<file path="src/rtl/fp_status_pkg.sv">
package fp_status_pkg;
  localparam int unsigned CSR_W      = 32;
  localparam int unsigned NUM_EXC    = 5;
  localparam int unsigned RM_W       = 2;
  localparam int unsigned RM_LSB     = 0;
  localparam int unsigned FLAG_LSB   = 2;
  localparam int unsigned ENA_LSB    = FLAG_LSB + NUM_EXC;
  localparam int unsigned CAUSE_LSB  = ENA_LSB + NUM_EXC;
  localparam int unsigned CAUSE_W    = NUM_EXC + 1;
  localparam int unsigned DN_BIT     = CAUSE_LSB + CAUSE_W;
  localparam int unsigned CODE_W     = 12;

  localparam logic [CSR_W-1:0]  WR_MASK   = 32'h003F_FFFF;
  localparam logic [RM_W-1:0]   RM_TRUNC  = 2'b01;
  localparam logic [CODE_W-1:0] FPE_CODE  = 12'h120;

  // position of each indication inside a five-bit field
  typedef enum int unsigned {
    EXC_INEXACT   = 0,
    EXC_UNDERFLOW = 1,
    EXC_OVERFLOW  = 2,
    EXC_DIVZERO   = 3,
    EXC_INVALID   = 4
  } exc_idx_e;
endpackage

</file>
<file path="src/rtl/fp_cause_gen.sv">
module fp_cause_gen #(
  parameter int unsigned NUM_EXC     = 5,
  parameter int unsigned INEXACT_IDX = 0
) (
  input  logic [NUM_EXC-1:0] raw_flags,
  input  logic               rsqrt_approx,
  output logic [NUM_EXC-1:0] cause_bits
);
  logic force_inexact;

  always_comb begin
    force_inexact = rsqrt_approx && (raw_flags == '0);
  end

  for (genvar g = 0; g < NUM_EXC; g++) begin : g_bit
    if (g == INEXACT_IDX) begin : g_inx
      assign cause_bits[g] = raw_flags[g] | force_inexact;
    end else begin : g_other
      assign cause_bits[g] = raw_flags[g];
    end
  end
endmodule

</file>
<file path="src/rtl/fp_trap_eval.sv">
module fp_trap_eval #(
  parameter int unsigned NUM_EXC = 5
) (
  input  logic [NUM_EXC-1:0] cause_bits,
  input  logic [NUM_EXC-1:0] enable_bits,
  output logic               trap_hit
);
  logic [NUM_EXC-1:0] hit_vec;

  for (genvar g = 0; g < NUM_EXC; g++) begin : g_and
    assign hit_vec[g] = cause_bits[g] & enable_bits[g];
  end

  always_comb begin
    trap_hit = |hit_vec;
  end
endmodule

</file>
<file path="src/rtl/fp_mode_decode.sv">
module fp_mode_decode #(
  parameter int unsigned    RM_W     = 2,
  parameter logic [RM_W-1:0] RM_TRUNC = 2'b01
) (
  input  logic            clk,
  input  logic            rst_n,
  input  logic            load_en,
  input  logic [RM_W-1:0] rm_field,
  input  logic            dn_bit,
  output logic            rtz_q,
  output logic            ftz_q
);
  logic rtz_d;
  logic ftz_d;

  always_comb begin
    rtz_d = (rm_field == RM_TRUNC);
    ftz_d = dn_bit;
  end

  always_ff @(posedge clk or negedge rst_n) begin
    if (!rst_n) begin
      rtz_q <= 1'b0;
      ftz_q <= 1'b0;
    end else if (load_en) begin
      rtz_q <= rtz_d;
      ftz_q <= ftz_d;
    end
  end
endmodule

</file>
<file path="src/rtl/fp_status_ctrl.sv">
module fp_status_ctrl
  import fp_status_pkg::*;
#(
  parameter int unsigned       W       = CSR_W,
  parameter logic [CSR_W-1:0]  WMASK   = WR_MASK
) (
  input  logic                 clk,
  input  logic                 rst_n,
  input  logic                 op_done,
  input  logic [NUM_EXC-1:0]   op_flags,
  input  logic                 op_rsqrt_approx,
  input  logic                 wr_en,
  input  logic [W-1:0]         wr_data,
  output logic [W-1:0]         csr_q,
  output logic                 exc_req,
  output logic [CODE_W-1:0]    exc_code,
  output logic                 rnd_to_zero,
  output logic                 flush_denorm
);
  // reset: asserted asynchronously, released on a clock edge
  logic rst_meta_n;
  logic rst_sync_n;

  always_ff @(posedge clk or negedge rst_n) begin
    if (!rst_n) begin
      rst_meta_n <= 1'b0;
      rst_sync_n <= 1'b0;
    end else begin
      rst_meta_n <= 1'b1;
      rst_sync_n <= rst_meta_n;
    end
  end

  logic [NUM_EXC-1:0] cause_bits;
  logic               trap_hit;
  logic               op_take;
  logic [W-1:0]       csr_d;
  logic               csr_en;
  logic               exc_d;
  logic [CODE_W-1:0]  code_d;
  logic [W-1:0]       wr_masked;

  fp_cause_gen #(
    .NUM_EXC    (NUM_EXC),
    .INEXACT_IDX(EXC_INEXACT)
  ) u_cause (
    .raw_flags   (op_flags),
    .rsqrt_approx(op_rsqrt_approx),
    .cause_bits  (cause_bits)
  );

  fp_trap_eval #(
    .NUM_EXC(NUM_EXC)
  ) u_trap (
    .cause_bits (cause_bits),
    .enable_bits(csr_q[ENA_LSB +: NUM_EXC]),
    .trap_hit   (trap_hit)
  );

  always_comb begin
    wr_masked = wr_data & WMASK;
    op_take   = op_done & ~wr_en;
    csr_en    = wr_en | op_done;
    csr_d     = csr_q;
    if (wr_en) begin
      csr_d = wr_masked;
    end else if (op_done) begin
      csr_d[CAUSE_LSB +: CAUSE_W] = '0;
      csr_d[CAUSE_LSB +: NUM_EXC] = cause_bits;
      csr_d[FLAG_LSB  +: NUM_EXC] = csr_q[FLAG_LSB +: NUM_EXC] | cause_bits;
    end
    exc_d  = op_take & trap_hit;
    code_d = exc_d ? FPE_CODE : '0;
  end

  always_ff @(posedge clk or negedge rst_sync_n) begin
    if (!rst_sync_n) begin
      csr_q <= '0;
    end else if (csr_en) begin
      csr_q <= csr_d;
    end
  end

  always_ff @(posedge clk or negedge rst_sync_n) begin
    if (!rst_sync_n) begin
      exc_req  <= 1'b0;
      exc_code <= '0;
    end else begin
      exc_req  <= exc_d;
      exc_code <= code_d;
    end
  end

  fp_mode_decode #(
    .RM_W    (RM_W),
    .RM_TRUNC(RM_TRUNC)
  ) u_mode (
    .clk     (clk),
    .rst_n   (rst_sync_n),
    .load_en (wr_en),
    .rm_field(wr_masked[RM_LSB +: RM_W]),
    .dn_bit  (wr_masked[DN_BIT]),
    .rtz_q   (rnd_to_zero),
    .ftz_q   (flush_denorm)
  );
endmodule


</file>
<file path="config.mk">
export PLATFORM = sky130hd
export DESIGN_NAME = fp_status_ctrl
export DESIGN_NICKNAME = d
export VERILOG_FILES = /design/src/rtl/fp_status_pkg.sv /design/src/rtl/fp_cause_gen.sv /design/src/rtl/fp_trap_eval.sv /design/src/rtl/fp_mode_decode.sv /design/src/rtl/fp_status_ctrl.sv
export SDC_FILE = /design/constraint.sdc
export NUM_CORES = 1
export LEC_CHECK = 0
export BUFFER_PORTS_ARGS = -buffer_cell sky130_fd_sc_hd__buf_2
export CORE_UTILIZATION = 34
export DETAILED_ROUTE_END_ITERATION = 12
export PLACE_DENSITY = 0.75
export SYNTH_ARGS = -nofsm -noshare
export SYNTH_HDL_FRONTEND = slang
export SYNTH_HIERARCHICAL = 1
export SYNTH_SLANG_ARGS = --single-unit
</file>
<file path="constraint.sdc">
create_clock -name clk -period 1.6 [get_ports clk]
set_clock_uncertainty 0.05 [all_clocks]
set_input_delay 0.08 -clock clk [delete_from_list [all_inputs] [get_ports clk]]
set_output_delay 0.08 -clock clk [all_outputs]
set_load 0.01 [all_outputs]
</file>
# Word level (Yosys, flattened, before mapping)
# Cells that the tools add are included.
[classes]
eq_ne = 1
mux = 5
n_bitwise = 11
reduce_logical = 6
[op_table]
columns = ["operator", "count"]
rows = [
  ["6-bit 2-to-1 mux", 2],
  ["5-bit 2-to-1 mux", 2],
  ["9-bit 2-to-1 mux", 1],
  ["1-bit AND", 7],
  ["5-bit logical NOT", 1],
  ["5-bit OR", 1],
  ["5-bit OR reduction", 1],
  ["2-bit AND reduction", 2],
  ["2-bit by 1-bit == test with 1-bit output, second input constant", 1],
  ["1-bit OR", 2],
  ["2-bit nonzero test", 1],
  ["1-bit logical AND", 1],
  ["1-bit inverter", 1],
]
[word_totals]
reg_bits = 36
in_bits = 42
out_inout_bits = 47
wordCells = 31

# Depth between registers and ports, before layout
# Gate-level depths: netlist of run 1.
[depth]
ltp_word = 7
mapped_depth = 6
depth_no_buf = 6

# Hierarchy
# Netlist of run 1, hierarchy kept.
[by_module_without_submodules]
columns = ["module", "instances", "cells_per_inst", "area_per_inst_um2", "seq_area_each_um2"]
rows = [
  ["fp_status_ctrl", 1, 99, 1183.6, 625.6],
  ["fp_mode_decode", 1, 6, 81.3, 50.0],
  ["fp_cause_gen", 1, 6, 47.5, 0.0],
  ["fp_trap_eval", 1, 3, 21.3, 0.0],
]

# Least setup slack after synthesis of run 1
# No wires, ideal clock.
[synth_timing]
path_kind = "input to register"
start = "input op_flags[1]"
end = "register exc_code[5]"
setup_time_ns = 0.071
arrival_time_ns = 1.067
required_ns = 1.479
slack_ns = 0.412
path_stages = 6
path_buffers = 0
path_cell_list = "or4b_1 > o21bai_1 > a222oi_1 > nand2_1 > nand2_1 > nor2_1"
[synth_via]
elab_chain_len = 7
elab_cells_between_ends = 8
classes_between = "mux: 1; bitwise: 4; reduce/logical: 3"
[synth_rtl]
columns = ["element", "line", "rtl"]
rows = [
  ["from (decl)", "fp_status_ctrl.sv:10", "input logic [NUM_EXC-1:0] op_flags,"],
  ["5-bit logical NOT", "fp_cause_gen.sv:12", "force_inexact = rsqrt_approx && (raw_flags == '0);"],
  ["1-bit logical AND", "fp_cause_gen.sv:12", ""],
  ["1-bit OR", "fp_cause_gen.sv:17", "assign cause_bits[g] = raw_flags[g] | force_inexact;"],
  ["named net cause_bits[0]", "fp_status_ctrl.sv:34", "logic [NUM_EXC-1:0] cause_bits;"],
  ["1-bit AND", "fp_trap_eval.sv:11", "assign hit_vec[g] = cause_bits[g] & enable_bits[g];"],
  ["5-bit OR reduction", "fp_trap_eval.sv:15", "trap_hit = |hit_vec;"],
  ["named net trap_hit", "fp_status_ctrl.sv:35", "logic trap_hit;"],
  ["1-bit AND", "fp_status_ctrl.sv:72", "exc_d = op_take & trap_hit;"],
  ["named net exc_d", "fp_status_ctrl.sv:39", "logic exc_d;"],
  ["9-bit 2-to-1 mux", "fp_status_ctrl.sv:73", "code_d = exc_d ? FPE_CODE : '0;"],
  ["to (signal assigned)", "fp_status_ctrl.sv:90", "exc_code <= code_d;"],
  ["to (decl)", "fp_status_ctrl.sv:16", "output logic [CODE_W-1:0] exc_code,"],
]
# The timed path passes the listed nets, and every way through them passes these cells.
# A chain may end at the register's enable or synchronous reset.

# Worst setup path after layout of run 1
[layout_timing]
start = "input op_flags[1]"
end = "register csr_q[2]"
[layout_via]
elab_chain_len = 6
[layout_rtl]
columns = ["element", "line", "rtl"]
rows = [
  ["5-bit logical NOT", "fp_cause_gen.sv:12", ""],
  ["1-bit logical AND", "fp_cause_gen.sv:12", ""],
  ["1-bit OR", "fp_cause_gen.sv:17", ""],
  ["named net cause_bits[0]", "fp_status_ctrl.sv:34", ""],
  ["5-bit OR", "fp_status_ctrl.sv:70", "csr_d[FLAG_LSB +: NUM_EXC] = csr_q[FLAG_LSB +: NUM_EXC] | cause_bits;"],
  ["5-bit 2-to-1 mux", "fp_status_ctrl.sv:67", "end else if (op_done) begin"],
  ["5-bit 2-to-1 mux", "fp_status_ctrl.sv:65", "if (wr_en) begin"],
  ["to (signal assigned)", "fp_status_ctrl.sv:80", "csr_q <= csr_d;"],
  ["to (decl)", "fp_status_ctrl.sv:14", "output logic [W-1:0] csr_q,"],
]
# The timed path passes the listed nets, and every way through them passes these cells. The select of a mux whose other input is x is not followed.

==> results of run 1 <==
sequential cells by signal (all words and copies together), names as in the netlist:
signal	flops
csr_q	22
exc_code	1
rst_meta_n	1
rst_sync_n	1
u_mode/ftz_q	1
u_mode/rtz_q	1
cell families after synthesis:
| family | Yosys count | share of synthesized area, % |
|---|---|---|
| compound gates | 20 | 8.54 |
| buf+inv | 32 | 18.9 |
| flops | 27 | 50.7 |
| mux | 17 | 16.1 |
| other cells | 2 | 0.563 |
| simple gates | 16 | 5.25 |
what timing repair did:
action | in CTS | in global routing
buffers inserted | 0 | 0
hold buffers | 20 | 0
endpoints found under the hold margin | 21 | 0
where the power goes:
part	total, mW	switching (mW)	internal [mW]
logic	0.333	0.159	0.174
registers	0.779	0.0347	0.744
clock network	0.384	0.206	0.178
routing by layer:
layer	wire [um]	up-vias
li1	-	484
met1	1210	449
met2	1340	52
met3	168	2
met4	15	0
met5	0	-
cells in the mapped netlist, types with 2 or more instances:
master and n:
a21oi_1 5, nor2_1 2, conb_1 2, mux2_4 8, nand2_1 12, mux2i_1 5, o21ai_0 8, o21ai_1 3
buf_6 2, buf_4 26, mux2_2 4, dfrtp_1 27
metrics by stage:
stage / hold slack, ns / power [mW]
after global routing: 0.0146 / 1.57
after global placement: -0.182 / 1.09
final: 0.000747 / 1.50
after detailed placement: -0.181 / 1.09
after floorplan: -0.266 / 1.01
after CTS: 0.000158 / 1.51
area by class of cell:
class,instances,area [sq um],area share [%]
inverter,1,3.75,0.210
tap,48,60.1,3.35
multi-input combinational,74,478,26.7
timing repair buffer,83,528,29.5
clock buffer,4,45.0,2.52
sequential,27,676,37.7
path summary, 6_finish.rpt:
check | slack, ns | start | endpoint
setup / recovery | 0.51 | op_flags[1] | csr_q[2]
hold / removal | 0.0007 | wr_data[17] | csr_q[17]
setup reg to reg | 0.52 | csr_q[7] | exc_code[5]
hold reg to reg | 0.14 | rst_sync_n | csr_q[6]
max in group asynchronous | 1.15 | rst_sync_n | csr_q[1]
min in group asynchronous | 0.06 | rst_n | rst_meta_n
==> impl_metrics.env, run 1 <==
export IMPL_synth_area_leaders="dfrtp_1, buf_4, mux2_4, mux2i_1, mux2_2"
export IMPL_port_buffers=58
export IMPL_synth_cell_types=22
export IMPL_path_buf_inv=2
export IMPL_post_cts_resized=0
export IMPL_avgRoutedWirePerCell_um=11.5
export IMPL_wl_um=2740
export IMPL_max_cap_violations=0
export IMPL_slew_violations=0
export IMPL_layoutNonFillerInstCount=237
export IMPL_hpwl_um=1940
export IMPL_grt_util_met2_pct=23.8
export IMPL_fillers=371
export IMPL_h_tree_depth=1
export IMPL_critPathSlowestCell="or4b_1"
export IMPL_critPathKind="input pin to register"
export IMPL_fin_util_pct=48.2
export IMPL_r2r_cells=4
export IMPL_synth_seq_cells=27
export IMPL_cpPeakStageDelay_ns=0.51
export IMPL_area_delta_synth_final_pct=34.2
export IMPL_final_area_sq_um=1790
export IMPL_p_leak_nw=0.936
export IMPL_start_util_pct=35.9
export IMPL_rows=22
export IMPL_fmax_mhz=914
export IMPL_critical_path_depth=6
export IMPL_drtAntennaViolNets=0
export IMPL_grt_busiest_layer="met2"
export IMPL_yosys_warnings=6
export IMPL_grt_ovfl_total=0
export IMPL_clockRootBuffer="clkbuf_8"
export IMPL_io_pins=89
export IMPL_layout_commonest_cell="buf_2"
export IMPL_fin_ws_ns=0.506
export IMPL_dp_slack_ns=0.211
export IMPL_crit_path_start_kind="input pin"
export IMPL_vias=987
export IMPL_dp_cells=213
export IMPL_grt_use_met1_pct=16.4
export IMPL_post_route_period_util_pct=68.4
export IMPL_worstPathMaxFanout=4
export IMPL_status="complete, no violations"
export IMPL_coreArea_sq_um=3720
export IMPL_syn_area_sq_um=1330
export IMPL_drcViolationCount=0
export IMPL_cp_data_arrival_time_ns=1.23
export IMPL_p_per_area_nw_per_um2=836
export IMPL_most_common_layout_cells="buf_2, dfrtp_1, conb_1"
export IMPL_postSynthAreaPerCell_sq_um=11.7
export IMPL_viasPerCell=4.16
export IMPL_clkSlewWorstSetupHoldPaths_ns=0.09
export IMPL_holdPathStages=2
export IMPL_cts_tree="done"
export IMPL_antenna_found_initial=0
export IMPL_n_antenna_cell=0
export IMPL_cp_data_required_time_ns=1.74
export IMPL_grt_max_degree=23
export IMPL_async_flop_share_pct=100
export IMPL_placed_area_sq_um=1550
export IMPL_worstPathCellList="buf_2, or4b_1, o21bai_1, buf_4, a21oi_1, o21ai_0"
export IMPL_setup_tns_ns=0
export IMPL_use_met3_pct=2.64
export IMPL_cts_sinks=27
export IMPL_period_needed_ns=1.09
export IMPL_hold_viol_final=0
export IMPL_hp_class="input pin to register"
export IMPL_critPathTopFamily="simple AND/OR/NAND/NOR gates"
export IMPL_grt_pass1_vias=951
export IMPL_final_nets=232
export IMPL_routabilityCongestion=0.629
export IMPL_cts_buffers=3
export IMPL_clockBufferDepth=2
export IMPL_clk_latency_ns=0.27
export IMPL_synth_edff_count=0
export IMPL_synthCells=114
export IMPL_firstDrtPassIters=4
export IMPL_grt_pass1_wl_um=4290
export IMPL_ir_drop_uv=413
export IMPL_die_w_um=64.6
export IMPL_drtIter0Drc=20
export IMPL_dieHeight_um=64.6
export IMPL_grt_setup_unrepaired="false"
export IMPL_seq_area_frac_synth_pct=50.7
export IMPL_endpoint_kind="register"
export IMPL_fp_dieArea_sq_um=4180
export IMPL_track_usage_pct=13.4
export IMPL_yosysTopAreaCell="dfrtp_1"
export IMPL_synthFlopType="dfrtp_1"
export IMPL_setup_viol=0
export IMPL_synth_top_area_share_pct=50.7
export IMPL_drive_above_1_share_pct=41.3
Note: power is estimated with default switching activity, not from simulation.
==> inputs of run 2 (changes only) <==
Settings changed: ABC_AREA set to 1, PLACE_DENSITY 0.75 to 0.76.
Clock period 1.6 ns to 1.1 ns, I/O delays scaled along.
==> run 2 against run 1 <==
  * Critical path depth decreased by 1
  * Largest cell class unchanged
  * Combinational power increased by 38%
  * Power increased by 43%
  * Sequential power increased by 45%
  * Non-clock buffer count increased by 2
  * Register-to-register slack got worse by 0.37 ns
==> impl_metrics.env, run 2 <==
export IMPL_die_w_um=63.8
export IMPL_firstDrtPassIters=4
export IMPL_synth_top_area_share_pct=52.1
export IMPL_hold_viol_final=0
export IMPL_layout_commonest_cell="nand2_1"
export IMPL_status="complete, no violations"
export IMPL_multiInputGateArea_sq_um=448
export IMPL_fmax_mhz=1050
export IMPL_yosys_warnings=6
export IMPL_cts_buffers=3
export IMPL_fin_ws_ns=0.148
export IMPL_area_delta_synth_final_pct=39.5
export IMPL_worstPathCellList="nand2_1, nand2_1, nor2_1, nand2_1, and3_1"
export IMPL_avgRoutedWirePerCell_um=10.1
export IMPL_path_buf_inv=0
export IMPL_synthCells=159
export IMPL_clkSlewWorstSetupHoldPaths_ns=0.09
export IMPL_n_antenna_cell=0
export IMPL_setup_viol=0
export IMPL_synthFlopType="dfrtp_1"
export IMPL_layoutNonFillerInstCount=285
export IMPL_period_needed_ns=0.952
export IMPL_hpwl_um=2050
export IMPL_use_met3_pct=3.93
export IMPL_fin_util_pct=49.5
export IMPL_grt_setup_unrepaired="false"
export IMPL_most_common_layout_cells="nand2_1, buf_2, dfrtp_1"
export IMPL_clockBufferDepth=2
export IMPL_synth_area_leaders="dfrtp_1, nand2_1, buf_4, nand3_1, inv_1"
export IMPL_synth_edff_count=0
export IMPL_worstPathMaxFanout=3
export IMPL_slew_violations=0
export IMPL_dieHeight_um=63.8
export IMPL_power_total_mw=2.13
export IMPL_fillers=375
export IMPL_routabilityCongestion=0.747
export IMPL_final_nets=280
export IMPL_syn_area_sq_um=1300
export IMPL_drive_above_1_share_pct=28.3
export IMPL_cp_data_required_time_ns=1.21
export IMPL_placed_area_sq_um=1530
export IMPL_viasPerCell=4.07
export IMPL_grt_use_met1_pct=16.9
export IMPL_coreArea_sq_um=3660
export IMPL_h_tree_depth=1
export IMPL_antenna_found_initial=0
export IMPL_critPathTopFamily="flip-flops"
export IMPL_ys_top_cells_by_count="nand2_1, dfrtp_1, buf_4, nand3_1, inv_1"
export IMPL_track_usage_pct=15.2
export IMPL_clockRootBuffer="clkbuf_8"
export IMPL_setup_tns_ns=0
export IMPL_seq_area_frac_synth_pct=52.1
export IMPL_fp_dieArea_sq_um=4070
export IMPL_drtAntennaViolNets=0
export IMPL_io_pins=89
export IMPL_synth_most_common_cell="nand2_1"
export IMPL_cts_setup_buffers=0
export IMPL_cpPeakStageDelay_ns=0.41
export IMPL_yosysTopAreaCell="dfrtp_1"
export IMPL_vias=1160
export IMPL_endpoint_kind="register"
export IMPL_grt_ovfl_total=0
export IMPL_grt_max_degree=24
export IMPL_p_per_area_nw_per_um2=1180
export IMPL_largest_register_ffs=22
export IMPL_async_flop_share_pct=100
export IMPL_final_area_sq_um=1810
export IMPL_dp_slack_ns=0.154
export IMPL_drcViolationCount=0
export IMPL_p_leak_nw=1.06
export IMPL_start_util_pct=35.4
export IMPL_crit_path_start_kind="register"
export IMPL_hp_class="input pin to async pin"
export IMPL_rows=22
export IMPL_grt_busiest_layer="met2"
export IMPL_synth_cell_types=10
export IMPL_finalHoldWorstSlack_ns=0.0304
export IMPL_postSynthAreaPerCell_sq_um=8.16
export IMPL_wl_um=2880
export IMPL_ir_drop_uv=878
export IMPL_synth_seq_cells=27
export IMPL_grt_util_met2_pct=28.7
export IMPL_crit_path_frequent_cell="nand2_1"
export IMPL_grt_pass1_wl_um=4730
export IMPL_drtIter0Drc=29
export IMPL_clk_latency_ns=0.26
export IMPL_cts_sinks=27
export IMPL_regMostFlops="csr_q"
export IMPL_area_sequential_sq_um=676
export IMPL_critPathKind="register to register"
export IMPL_cts_tree="done"
export IMPL_cp_data_arrival_time_ns=1.06
export IMPL_port_buffers=58
export IMPL_grt_pass1_vias=1068
export IMPL_post_route_period_util_pct=86.6
export IMPL_critPathSlowestCell="dfrtp_1"
export IMPL_dp_cells=258
export IMPL_max_cap_violations=0
-- run 2: cells by family (layout without fill, tap and decap cells) --
| kind of cell | Yosys count | in the layout | synth area share [%] |
|---|---|---|---|
| other cells | 2 | 21 | 0.579 |
| buf+inv | 38 | 97 | 18.9 |
| simple gates | 92 | 92 | 28.4 |
| flops | 27 | 27 | 52.1 |
-- run 2: worst reg2reg max path, delay by kind of cell, from the launching register on --
kind,cells,cell delay [ns]
DFF,1,0.41
and+or+nand+nor,5,0.39
-- run 2: final timing paths --
check	from	endpoint	slack (ns)	cells past startpoint
setup / recovery	csr_q[9]	exc_code[5]	0.15	5
hold / removal	rst_n	rst_sync_n	0.03	2
setup reg to reg	csr_q[9]	exc_code[5]	0.15	5
hold reg to reg	rst_sync_n	csr_q[16]	0.15	1
max in group asynchronous	rst_sync_n	exc_code[5]	0.69	1
min in group clk	wr_en	csr_q[15]	0.03	3
-- run 2: power by group --
| part | total, mW | internal (mW) | switching [mW] |
|---|---|---|---|
| Sequential | 1.13 | 1.08 | 0.0506 |
| Clock | 0.543 | 0.253 | 0.290 |
| Combinational | 0.460 | 0.213 | 0.247 |
| Total | 2.13 | 1.55 | 0.588 |
-- run 2: area by class of cell --
cell class                 count  share of cell area, %
clock buffer                   3                   2.28
clock inverter                 1                  0.276
inverter                       8                   1.66
multi-input combinational    113                   24.7
sequential                    27                   37.3
tap                           48                   3.32
timing repair buffer          85                   30.4
-- run 2: metal layers --
layer	wire, um	share of wire (%)
met1	1200	42
met2	1470	51
met3	182	6.3
met4	35	1.2
met5	0	0
-- run 2: what timing repair did --
| item | CTS | global route |
|---|---|---|
| hold endpoints to repair | 26 | 0 |
| resized for setup | 0 | 0 |
| hold buffers | 23 | 0 |
==> inputs of run 3 (changes only) <==
==> constraint.sdc (replaced) <==
create_clock -name clk -period 1.1 [get_ports clk]
set_clock_uncertainty 0.05 [all_clocks]
set_input_delay 0.33 -clock clk [delete_from_list [all_inputs] [get_ports clk]]
set_output_delay 0.33 -clock clk [all_outputs]
set_load 0.01 [all_outputs]
==> run 3 against run 2 <==
  * The flow now finishes with violations (negative setup slack)
  * Via count decreased by 1.7%
  * Sequential power about the same
  * First-iteration DRC count increased by 6.9%
  * Clock-buffer cell count unchanged
  * Highest routed layer unchanged
==> impl_metrics.env, run 3 (same netlist as run 2, synthesis figures left out) <==
export IMPL_io_pins=89
export IMPL_vias=1140
export IMPL_layoutNonFillerInstCount=283
export IMPL_final_nets=278
export IMPL_rows=22
export IMPL_reg2reg_slack_ns=0.04
export IMPL_r2r_start="csr_q[9]"
export IMPL_worstPathMaxFanout=2
export IMPL_placed_area_sq_um=1580
export IMPL_antenna_found_initial=0
export IMPL_most_common_layout_cells="nand2_1, buf_2, dfrtp_1"
export IMPL_fin_ws_ns=-0.0916
export IMPL_cp_data_arrival_time_ns=0.81
export IMPL_grt_ovfl_total=0
export IMPL_coreArea_sq_um=3660
export IMPL_final_area_sq_um=1750
export IMPL_fmax_mhz=839
export IMPL_routabilityCongestion=0.748
export IMPL_port_buffers=58
export IMPL_path_buf_inv=1
export IMPL_drtIter0Drc=31
export IMPL_cpPeakStageDelay_ns=0.40
export IMPL_drive_above_1_share_pct=37.9
export IMPL_violations="negative setup slack"
export IMPL_clkSlewWorstSetupHoldPaths_ns=0.09
export IMPL_crit_path_start_kind="register"
export IMPL_grt_pass1_vias=1035
export IMPL_firstDrtPassIters=4
export IMPL_power_total_mw=2.16
export IMPL_grt_pass1_wl_um=4600
export IMPL_finalHoldWorstSlack_ns=0.147
export IMPL_dp_cells=264
export IMPL_layout_commonest_cell="nand2_1"
export IMPL_grt_setup_unrepaired="true"
export IMPL_setup_tns_ns=-1.96
export IMPL_clockRootBuffer="clkbuf_8"
export IMPL_dp_slack_ns=-0.0967
export IMPL_drcViolationCount=0
export IMPL_clk_latency_ns=0.27
export IMPL_dieHeight_um=63.8
export IMPL_fin_util_pct=47.8
export IMPL_critPathSlowestCell="dfrtp_1"
export IMPL_fillers=390
export IMPL_r2r_cells=6
export IMPL_p_leak_nw=1.07
export IMPL_n_antenna_cell=0
export IMPL_drtAntennaViolNets=0
export IMPL_hp_class="register to async pin"
export IMPL_status="complete, but fails checks"
export IMPL_area_delta_synth_final_pct=34.8
export IMPL_h_tree_depth=1
export IMPL_largest_register_ffs=22
export IMPL_max_cap_violations=0
export IMPL_period_needed_ns=1.19
export IMPL_multiInputGateArea_sq_um=453
export IMPL_critPathTopFamily="flip-flops"
export IMPL_grt_max_degree=24
export IMPL_worstPathCellList="buf_2"
export IMPL_die_w_um=63.8
export IMPL_clockBufferDepth=2
export IMPL_ir_drop_uv=820
export IMPL_avgRoutedWirePerCell_um=9.76
export IMPL_endpoint_kind="primary output"
export IMPL_track_usage_pct=14.7
export IMPL_wl_um=2760
export IMPL_hold_viol_final=0
export IMPL_critPathKind="register to primary output"
export IMPL_area_sequential_sq_um=676
export IMPL_cp_data_required_time_ns=0.72
export IMPL_setup_viol=27
export IMPL_viasPerCell=4.03
export IMPL_r2r_end="exc_code[5]"
export IMPL_regMostFlops="csr_q"
export IMPL_p_per_area_nw_per_um2=1240
export IMPL_cts_buffers=3
export IMPL_fp_dieArea_sq_um=4070
export IMPL_slew_violations=0
export IMPL_hpwl_um=2080
export IMPL_cts_sinks=27
export IMPL_cts_tree="done"
export IMPL_start_util_pct=35.4
export IMPL_post_route_period_util_pct=108
run 3: changes by cell type in the layout (fill, tap and decap cells not counted):
| cell | previous run | this run |
|---|---|---|
| buf_4 | 4 | 23 |
| nand2_1 | 70 | 68 |
| buf_6 | 0 | 1 |
| nand2_2 | 0 | 2 |
| dlygate4sd3_1 | 23 | 1 |
run 3: how the worst max path moves through the flow:
stage / end / cells past startpoint / startpoint / slack [ns]
after global routing: csr_q[20] / 1 / csr_q[20] / -0.13
final: csr_q[8] / 1 / csr_q[8] / -0.09
after CTS: csr_q[3] / 1 / csr_q[3] / -0.09
after global placement: exc_code[5] / 9 / op_flags[3] / -0.1
after floorplan: exc_code[5] / 9 / op_rsqrt_approx / 0.1
after detailed placement: exc_code[5] / 9 / op_flags[3] / -0.1
run 3: repair_timing:
item / CTS / global route
hold buffers: 1 / 0
endpoints found under the hold margin: 2 / 0
endpoints found under the setup margin: 27 / 28
gates resized for setup: 0 / 3
buffers inserted: 8 / 6
run 3: area by class of cell:
| type | count | area share, % |
|---|---|---|
| clock inverter | 1 | 0.286 |
| sequential | 27 | 38.6 |
| timing repair buffer | 83 | 27.7 |
| clock buffer | 3 | 2.36 |
| multi-input combinational | 113 | 25.9 |
| inverter | 8 | 1.72 |
| tap | 48 | 3.43 |
run 3: report_power, final:
group          internal [mW]  switching, mW
registers               1.08         0.0452
logic                  0.234          0.260
clock network          0.253          0.289
run 3: layer usage:
layer  global-route usage (%)  up-vias  part of all wire [%]
li1                         -      587                     -
met4                     2.56        0                  0.43
met3                     4.11        2                   6.1
met2                     26.1       48                    48
met1                     17.9      503                    45
met5                        0        -                     0
